==> config.mk <==
export PLATFORM = sky130hd
export DESIGN_NAME = maxpool_unit
export DESIGN_NICKNAME = d
export VERILOG_FILES = /design/src/rtl/maxpool_pkg.sv /design/src/rtl/mp_lat_fifo.sv /design/src/rtl/mp_lane.sv /design/src/rtl/maxpool_unit.sv
export SDC_FILE = /design/constraint.sdc
export NUM_CORES = 2
export LEC_CHECK = 0
export ABC_AREA = 1
export BUFFER_PORTS_ARGS = -buffer_cell sky130_fd_sc_hd__buf_2
export CELL_PAD_IN_SITES_DETAIL_PLACEMENT = 2
export CELL_PAD_IN_SITES_GLOBAL_PLACEMENT = 2
export CORE_MARGIN = 4
export CORE_UTILIZATION = 43
export CTS_BUF_LIST = sky130_fd_sc_hd__clkbuf_8
export DETAILED_ROUTE_END_ITERATION = 12
export PLACE_DENSITY = 0.86
export SYNTH_ARGS = -nofsm -noshare
export SYNTH_HDL_FRONTEND = slang
export SYNTH_SLANG_ARGS = --single-unit
==> constraint.sdc <==
create_clock -name clk -period 8.3 [get_ports clk]
set_input_delay 1.245 -clock clk [delete_from_list [all_inputs] [get_ports clk]]
set_output_delay 1.245 -clock clk [all_outputs]
set_load 0.01 [all_outputs]
==> src/rtl/maxpool_pkg.sv <==
package maxpool_pkg;

  localparam int HP_W = 16;

  typedef enum logic [1:0] {
    MP_FETCH  = 2'd0,
    MP_EVAL   = 2'd1,
    MP_COMMIT = 2'd2
  } mp_state_e;

  function automatic logic hp_is_nan(input logic [HP_W-1:0] v);
    return (v[14:10] == 5'h1f) && (v[9:0] != 10'h000);
  endfunction

  // True when cand is strictly larger than ref_v in half-precision order.
  function automatic logic hp_gt(input logic [HP_W-1:0] cand,
                                 input logic [HP_W-1:0] ref_v);
    logic both_zero;
    both_zero = (cand[14:0] == 15'h0) && (ref_v[14:0] == 15'h0);
    if (hp_is_nan(cand) || hp_is_nan(ref_v) || both_zero)
      return 1'b0;
    else if (cand[15] != ref_v[15])
      return !cand[15];
    else if (!cand[15])
      return cand[14:0] > ref_v[14:0];
    else
      return cand[14:0] < ref_v[14:0];
  endfunction

endpackage

==> src/rtl/mp_lat_fifo.sv <==
module mp_lat_fifo #(
  parameter int W     = 128,
  parameter int DEPTH = 8,
  parameter int LAT   = 6
) (
  input  logic         clk,
  input  logic         rst_n,
  input  logic         wr_en,
  input  logic [W-1:0] wr_data,
  input  logic         rd_en,
  output logic [W-1:0] rd_data,
  output logic         empty,
  output logic         full
);
  localparam int AW = (DEPTH > 1) ? $clog2(DEPTH) : 1;

  logic [W-1:0]  mem [DEPTH];
  logic [AW-1:0] wptr, rptr;
  logic [AW:0]   occ;
  logic [AW:0]   vis;
  logic          wr_fire, rd_fire, mature;

  assign full    = (occ == (AW+1)'(DEPTH));
  assign empty   = (vis == '0);
  assign wr_fire = wr_en && !full;
  assign rd_fire = rd_en && !empty;
  assign rd_data = mem[rptr];

  // write-visibility delay line
  generate
    if (LAT > 1) begin : g_pipe
      logic [LAT-1:0] pipe;
      always_ff @(posedge clk or negedge rst_n) begin
        if (!rst_n) pipe <= '0;
        else        pipe <= {pipe[LAT-2:0], wr_fire};
      end
      assign mature = pipe[LAT-1];
    end else begin : g_single
      logic pipe1;
      always_ff @(posedge clk or negedge rst_n) begin
        if (!rst_n) pipe1 <= 1'b0;
        else        pipe1 <= wr_fire;
      end
      assign mature = pipe1;
    end
  endgenerate

  always_ff @(posedge clk) begin
    if (wr_fire) mem[wptr] <= wr_data;
  end

  always_ff @(posedge clk or negedge rst_n) begin
    if (!rst_n) begin
      wptr <= '0;
      rptr <= '0;
      occ  <= '0;
      vis  <= '0;
    end else begin
      if (wr_fire) wptr <= (wptr == AW'(DEPTH-1)) ? '0 : wptr + 1'b1;
      if (rd_fire) rptr <= (rptr == AW'(DEPTH-1)) ? '0 : rptr + 1'b1;
      case ({wr_fire, rd_fire})
        2'b10:   occ <= occ + 1'b1;
        2'b01:   occ <= occ - 1'b1;
        default: occ <= occ;
      endcase
      case ({mature, rd_fire})
        2'b10:   vis <= vis + 1'b1;
        2'b01:   vis <= vis - 1'b1;
        default: vis <= vis;
      endcase
    end
  end

endmodule

==> src/rtl/mp_lane.sv <==
module mp_lane
  import maxpool_pkg::*;
(
  input  logic            clk,
  input  logic            rst_n,
  input  logic            clr,
  input  logic            load,
  input  logic [HP_W-1:0] din,
  input  logic            eval,
  input  logic            commit,
  output logic [HP_W-1:0] max_next
);
  logic [HP_W-1:0] op_q, max_q;
  logic            gt_q;

  assign max_next = gt_q ? op_q : max_q;

  always_ff @(posedge clk or negedge rst_n) begin
    if (!rst_n) begin
      op_q  <= '0;
      gt_q  <= 1'b0;
      max_q <= '0;
    end else begin
      if (load) op_q <= din;
      if (eval) gt_q <= hp_gt(op_q, max_q);
      if (clr)         max_q <= '0;
      else if (commit) max_q <= max_next;
    end
  end

endmodule

==> src/rtl/maxpool_unit.sv <==
module maxpool_unit
  import maxpool_pkg::*;
#(
  parameter int LANES    = 8,
  parameter int DEPTH    = 8,
  parameter int FIFO_LAT = 6,
  parameter int KW       = 8
) (
  input  logic                  clk,
  input  logic                  rst_n,
  input  logic                  en,
  input  logic [KW-1:0]         kernel_size,
  input  logic                  wr_en,
  input  logic [LANES*HP_W-1:0] wr_data,
  output logic                  in_full,
  output logic [LANES*HP_W-1:0] res_data,
  output logic                  res_ready
);
  localparam int DW = LANES * HP_W;

  mp_state_e     state_q;
  logic [KW-1:0] elem_cnt;
  logic [DW-1:0] head_word, max_word;
  logic          fifo_empty, fifo_pop;
  logic          lane_eval, lane_commit, lane_clr, win_last;
  logic [DW-1:0] res_q;
  logic          ready_q;

  mp_lat_fifo #(.W(DW), .DEPTH(DEPTH), .LAT(FIFO_LAT)) u_fifo (
    .clk     (clk),
    .rst_n   (rst_n),
    .wr_en   (wr_en),
    .wr_data (wr_data),
    .rd_en   (fifo_pop),
    .rd_data (head_word),
    .empty   (fifo_empty),
    .full    (in_full)
  );

  assign fifo_pop    = en && (state_q == MP_FETCH) && !fifo_empty;
  assign lane_eval   = en && (state_q == MP_EVAL);
  assign lane_commit = en && (state_q == MP_COMMIT);
  assign win_last    = lane_commit &&
                       (({1'b0, elem_cnt} + 1'b1) >= {1'b0, kernel_size});
  assign lane_clr    = !en || win_last;

  generate
    for (genvar g = 0; g < LANES; g++) begin : g_lane
      mp_lane u_lane (
        .clk      (clk),
        .rst_n    (rst_n),
        .clr      (lane_clr),
        .load     (fifo_pop),
        .din      (head_word[g*HP_W +: HP_W]),
        .eval     (lane_eval),
        .commit   (lane_commit),
        .max_next (max_word[g*HP_W +: HP_W])
      );
    end
  endgenerate

  always_ff @(posedge clk or negedge rst_n) begin
    if (!rst_n) begin
      state_q <= MP_FETCH;
    end else if (!en) begin
      state_q <= MP_FETCH;
    end else begin
      case (state_q)
        MP_FETCH:  if (fifo_pop) state_q <= MP_EVAL;
        MP_EVAL:   state_q <= MP_COMMIT;
        default:   state_q <= MP_FETCH;
      endcase
    end
  end

  always_ff @(posedge clk or negedge rst_n) begin
    if (!rst_n)                 elem_cnt <= '0;
    else if (!en || win_last)   elem_cnt <= '0;
    else if (lane_commit)       elem_cnt <= elem_cnt + 1'b1;
  end

  always_ff @(posedge clk or negedge rst_n) begin
    if (!rst_n) begin
      res_q   <= '0;
      ready_q <= 1'b0;
    end else begin
      ready_q <= win_last;
      if (win_last) res_q <= max_word;
    end
  end

  assign res_data  = res_q;
  assign res_ready = ready_q;

endmodule

## After elaboration in Yosys (flattened, before gate mapping)

Memories as Yosys holds them, arrays and structs flattened. A register that Yosys moved wholly into a read port is not among the register bits.
Index checks and enable logic that the tools add are counted.

- Multiplexer cells: 59
- Add/subtract/negate cells: 8
- Reduce and logical (&&, ||, !) cells: 97
- Magnitude comparators: 17
- Equality and inequality tests: 34

Operators with widths:

| cell | number |
|---|---|
| 16-bit two-way mux | 24 |
| 15-bit logical NOT | 16 |
| 10-bit nonzero test | 16 |
| 15-bit greater-than comparator | 8 |
| 15-bit less-than comparator | 8 |
| 5-bit equality test (second input constant) | 16 |
| 1-bit logical AND | 31 |
| 1-bit two-way mux | 26 |
| 1-bit logical OR | 17 |
| 8-bit two-way mux | 2 |
| 4-bit one-hot mux with 2 select lines | 2 |
| 1-bit logical NOT | 12 |
| 8-bit by 1-bit adder with 9-bit output (second input constant) | 1 |
| 9-bit by 8-bit greater-or-equal comparator with 1-bit output | 1 |
| 4-bit by 1-bit adder with 4-bit output (second input constant) | 2 |
| 8-bit by 1-bit adder with 8-bit output (second input constant) | 1 |
| 1-bit != test | 8 |
| 4-bit by 1-bit subtractor with 4-bit output (second input constant) | 2 |
| 3-bit by 1-bit adder with 3-bit output (second input constant) | 2 |
| 2-bit by 1-bit equality test with 1-bit output (second input constant) | 3 |
| 2-bit equality test (second input constant) | 3 |
| 3-bit equality test (second input constant) | 2 |
| 3-bit two-way mux | 2 |
| 2-bit nonzero test | 3 |
| 6 further kinds | 7 |

- Bits in writable memories: 1024
- Input port bits: 140
- Output and inout bits: 130
- Memories kept: 1
- Word-level logic and storage cells: 241
- Register bits: 295

Memory list:

| memory | words | width | rd ports | clocked after memory_dff | write ports | line | RTL |
|---|---|---|---|---|---|---|---|
| u_fifo.mem | 8 | 128 | 1 | 1 | 1 | mp_lat_fifo.sv:17 | `logic [W-1:0] mem [DEPTH];` |

## Longest topological paths before layout

- Word-level depth: 6
- Mapped depth: 19
- Depth with buffers taken out: 17

## Modules after synthesis

Synthesis repeated with hierarchy kept, for this count alone.

- Cells, all modules: 5878
- Area, all modules: 62282.2 um^2

By module, submodules not included:

| module | cells an instance | times used | seq. area each (um^2) | area each (um^2) |
|---|---|---|---|---|
| mp_lat_fifo | 3268 | 1 | 31250.0 | 40983.1 |
| mp_lane | 245 | 8 | 825.8 | 1954.4 |
| maxpool_unit | 650 | 1 | 3478.3 | 5664.2 |

## Worst setup path before layout

No wires, ideal clock.

- Kind: input -> register
- Start: input port wr_en
- End: memory u_fifo.mem[1][0], enable pin
- Data arrival time: 7116 ps
- Setup slack: 568 ps
- Stages: 6
- Data required time: 7684 ps
- Path buffers: 0
- Library setup time: 616 ps
- Path through: inv_1 -> nor2_1 -> inv_1 -> nor2_1 -> inv_1 -> nor2_1

- Cells in the longest elaborated chain, start to end: 3

RTL lines:

| element | line | RTL |
|---|---|---|
| start, declared | maxpool_unit.sv:13 | `input logic wr_en,` |
| 1-bit logical AND | mp_lat_fifo.sv:25 | `assign wr_fire = wr_en && !full;` |
| named net u_fifo.wr_fire | mp_lat_fifo.sv:21 | `logic wr_fire, rd_fire, mature;` |
| 1-bit two-way mux | mp_lat_fifo.sv:49 | `if (wr_fire) mem[wptr] <= wr_data;` |
| 1-bit two-way mux (not written as such) | mp_lat_fifo.sv:49 |  |
| end, declared | mp_lat_fifo.sv:17 |  |

The timed path passes the listed nets, and every way through them passes these cells.

## Worst setup path after layout

- Start: register elem_cnt[0]
- End: register g_lane[2].u_lane.max_q[15]

- Cells in the longest elaborated chain, start to end: 5
- Elaborated cells between the ends (all ways): 6
- Those cells by class: add/sub: 1; order compare: 1; mux: 1; reduce/logical: 3

RTL lines:

| element | line | RTL |
|---|---|---|
| start, declared | maxpool_unit.sv:22 | `logic [KW-1:0] elem_cnt;` |
| start signal, assigned | maxpool_unit.sv:79 | `else if (lane_commit) elem_cnt <= elem_cnt + 1'b1;` |
| 8-bit by 1-bit adder with 9-bit output * | maxpool_unit.sv:44 | `(({1'b0, elem_cnt} + 1'b1) >= {1'b0, kernel_size});` |
| 9-bit by 8-bit greater-or-equal comparator with 1-bit output * | maxpool_unit.sv:44 |  |
| 1-bit logical AND * | maxpool_unit.sv:43 | `assign win_last = lane_commit &&` |
| 1-bit logical OR * | maxpool_unit.sv:45 | `assign lane_clr = !en \|\| win_last;` |
| 16-bit two-way mux or 2-bit nonzero test (tied branches) | n/a |  |
| end signal, assigned | mp_lane.sv:27 | `else if (commit) max_q <= max_next;` |
| end, declared | mp_lane.sv:13 | `logic [HP_W-1:0] op_q, max_q;` |

Mark *: on every way between the ends. The rest lies on a longest branch, timed or not.
A chain may end at the register's enable or synchronous reset.

==> results.py <==
metrics = {
    "global_routing": {
        "grt_pass1_vias": 52100,
        "globalRouteMet2Util": 0.514,
        "antenna_violations_before_repair": 60,
        "globalRoute.busiestLayer": "met2",
        "use_met1": 0.376,
        "groute.usage.overall": 0.300,
        "global_route.overflow_total": 0,
        "grt_pass1_wl_mm": 338,
        "grt_use_met3": 0.0611,
        "largest_net_degree_at_the_start_of_global_routing": 253,
    },
    "yosys": {
        "xor_xnor_fraction_of_synth_area": 0.00128,
        "synthesis.area_mm2": 0.0614,
        "postSynth.asyncResetShare": 0.292,
        "post_synth_main_area_contributors": "edfxtp_1, dfrtp_1, o21ai_0, nor2_1, nand2_1",
        "synthesis.instances": 5511,
        "synth-main-ff-cell": "edfxtp_1",
        "combinational_family_with_the_most_area_after_synthesis": "simple AND/OR/NAND/NOR gates",
        "synth-warning-count": 0,
        "postSynthAreaPerCell_um2": 11.1,
        "yosysUniqueCellTypes": 37,
        "synth.net_count": 5792,
        "synth-edff-count": 1024,
        "synth_largest_area_cell": "edfxtp_1",
        "mux_contribution_to_synthesized_area": 0,
        "synth_simple_gate_area_frac": 0.131,
        "synth_top_cells_by_count": "edfxtp_1, o21ai_0, nor2_1",
        "synth-compound-area-share": 0.120,
        "yosysSeqAreaShare": 0.673,
        "yosysMostFrequentCell": "edfxtp_1",
        "post_synth_fa_ha_maj_area_fraction": 0.0290,
        "post-synth-top-area-fraction": 0.501,
        "flop_and_latch_count_out_of_synthesis": 1447,
    },
    "timing": {
        "maxSlewViolCount": 0,
        "timing_worst_slew_pin_value_ps": 1330,
        "worst_clock_skew_ps": 54.5,
        "period_share": 0.532,
        "setup_violations": 0,
        "timing.max_slew.rel_slack": 0.112,
        "fmaxAchievable_mhz": 226,
        "final.hold.worst_slack_ps": 133,
        "fin_tns_setup_ps": 0,
        "grt_setup_unrepaired": "no",
        "period_minus_slack_ps": 4420,
        "timing.final.hold_violations": 0,
        "final_worst_slack_ps": 3880,
    },
    "power_and_ir_drop": {
        "p_comb_frac": 0.342,
        "cell_internal_pwr_mw": 14.8,
        "power.static_leakage_nw": 27.0,
        "clock_power_share": 0.254,
        "areal_power_density_over_the_cells_mw_per_mm2": 371,
        "power.sequential.fraction": 0.404,
        "power.share.switching": 0.421,
        "vdd_drop_max_uv": 360,
        "power.net_switching_mw": 10.8,
    },
    "cts": {
        "cts_sinks": 1447,
        "postCtsSetupBuffers": 0,
        "cts.path.max_buffers": 3,
        "cts_max_level": 4,
        "clkSlewWorstSetupHoldPaths_ps": 70,
        "cts.root.buffer_cell": "clkbuf_8",
        "post_cts_hold_buffer_count": 0,
        "cts_tree": "done",
        "tritoncts.num_buffers": 235,
        "insertion_delay_ps": 990,
        "ctsResizeCount": 0,
    },
    "finish": {
        "drive_above_1_share": 0.118,
        "instances_no_fill": 7868,
        "syn_to_final_growth_pct": 12.5,
        "num-nets-final": 6006,
    },
    "die": {
        "die_w_um": 386,
        "die-height_um": 386,
        "start_util": 0.433,
        "floorplan.rows": 138,
        "core_region_area_mm2": 0.142,
        "fp.dieArea_mm2": 0.149,
        "io_pins": 270,
    },
    "route": {
        "num_vias": 46900,
        "count_of_routing_violations_after_the_opening_detailed_route_iteration": 4940,
        "avgViaCountPerCell": 5.97,
        "ant_nets": 0,
        "wl_per_cell_um": 28.9,
        "firstDrtPassIters": 5,
        "drt-total-wl_mm": 227,
        "final_routed_drc_violation_total": 0,
    },
    "placement": {
        "pre_cts_slack_ps": 3790,
        "io_buffers": 269,
        "finalWeightedCongestion": 0.806,
        "place_inst": 7378,
        "place.detailed.hpwl_mm": 130,
    },
    "critical_path": {
        "crit_path_max_fanout": 127,
        "end_kind": "flip-flop",
        "crit_arrival_ps": 5310,
        "timing.critical_path.from_type": "flip-flop",
        "path_class": "reg -> reg",
        "worst_ep_required_time_ps": 9190,
    },
    "flow_run": {
        "max_cap_violations": 0,
    },
    "run_status": {
        "run_status": "finished, final reports clean",
    },
    "worst_hold_path": {
        "worst_hold_path_type": "in -> async",
    },
}
[per-layer routing]
layer	up-vias	share of wire
met2	1842	0.50
met5	-	0.00066
met3	426	0.069
met4	22	0.031
met1	24600	0.40
li1	20000	-
[power by group through the flow]
stage                     Combinational [mW]  Sequential [mW]  Clock (mW)
after CTS                               8.71             10.3        6.59
final                                   8.77             10.3        6.51
after floorplan                         5.39             9.93           0
after detailed placement                8.44             10.4           0
after global placement                  7.58             10.2           0
after global routing                    9.61             10.4        6.98
[critical path, cell delays in order (launching register included)]
cell and delay (ps):
dfrtp_1 410, ha_1 210, nand2_1 70, nor2_2 170
inv_1 60, nor2_1 110, xor2_1 200, inv_1 70
ha_1 310, a21o_1 160, nand3_1 70, nand2_1 50
nor2_1 110, nand3_1 190, nand2_8 590, buf_4 870
nand3_1 260, nand2_1 160
[cells in the final DEF (no fill, tap or decap), types with 3 or more instances in the layout]
master     netlist  layout
bufinv_16        0      11
clkbuf_8         0     271
clkinv_2         0      34
nand2_1        752     752
ha_1           139     139
diode_2          0      40
inv_6            0      10
dfrtp_4          0       3
a21oi_1         53      53
edfxtp_1      1024    1024
buf_12           0      14
nor4_1           4       4
o21ai_0        857     857
a21o_1          10      10
buf_2           37     267
clkinv_1         0      28
inv_8            0       3
nor2_4           0       8
o21ai_2         30      30
xor2_1           6       6
nor2_1         819     811
o22ai_1         83      83
buf_4            7      30
nand4_1         58      58
dfrtp_1        423     420
xnor2_1          3       3
o21ai_1         38      38
nand3_1        290     290
inv_1          332     419
o221ai_1       196     196
nor3_1          41      41
[stage by stage]
step           power (mW)  cell area [um^2]  utilization
6_report             25.6             69100        0.488
5_1_grt              27.0             69100        0.487
4_1_cts              25.6             69000        0.487
3_5_place_dp         18.8             64200        0.453
3_3_place_gp         17.8             64200        0.453
2_1_floorplan        15.3             61400            -
[cell families (layout without fill, tap and decap cells)]
kind of cell             after synthesis  count (layout)
AO/OA/AOI/OAI                       1270            1270
XOR/XNOR                               9               9
adder cells (fa/ha/maj)              141             141
buffers and inverters                669            1096
flip-flops                          1447            1447
other                                  0              40
AND/OR/NAND/NOR                     1975            1975
[registers in the layout, summed over array words and instances (netlist names)]
name,cells
u_fifo.g_pipe.pipe,6
u_fifo.vis,4
g_lane.u_lane.gt_q,8
res_data,128
g_lane.u_lane.op_q,128
elem_cnt,8
g_lane.u_lane.max_q,128
u_fifo.rptr,3
u_fifo.occ,4
u_fifo.mem,1024
state_q,2
u_fifo.wptr,3
res_ready,1
[final timing paths]
check | cells after the start | to | slack, ps | startpoint
worst max-delay path | 17 | g_lane[2].u_lane.max_q[15]$_DFFE_PN0P_ | 3880 | elem_cnt[0]$_DFFE_PN0P_
max in group asynchronous | 3 | g_lane[5].u_lane.op_q[1]$_DFFE_PN0P_ | 6120 | rst_n
worst min register to register | 0 | u_fifo.g_pipe.pipe[5]$_DFF_PN0_ | 360 | u_fifo.g_pipe.pipe[4]$_DFF_PN0_
min in group clk | 0 | u_fifo.g_pipe.pipe[5]$_DFF_PN0_ | 360 | u_fifo.g_pipe.pipe[4]$_DFF_PN0_
worst max register to register | 17 | g_lane[2].u_lane.max_q[15]$_DFFE_PN0P_ | 3880 | elem_cnt[0]$_DFFE_PN0P_
worst min-delay path | 1 | res_data[13]$_DFFE_PN0P_ | 130 | rst_n
[area by class of cell]
class	count	area, um^2
fill	14200	72600
sequential	1447	41300
multi-input combinational	3395	17300
clock buffer	271	3730
tap	1890	2360
timing repair buffer	313	1870
inverter	333	1270
clock inverter	179	1110
antenna	40	100
Power figures use the tool's default switching activity.
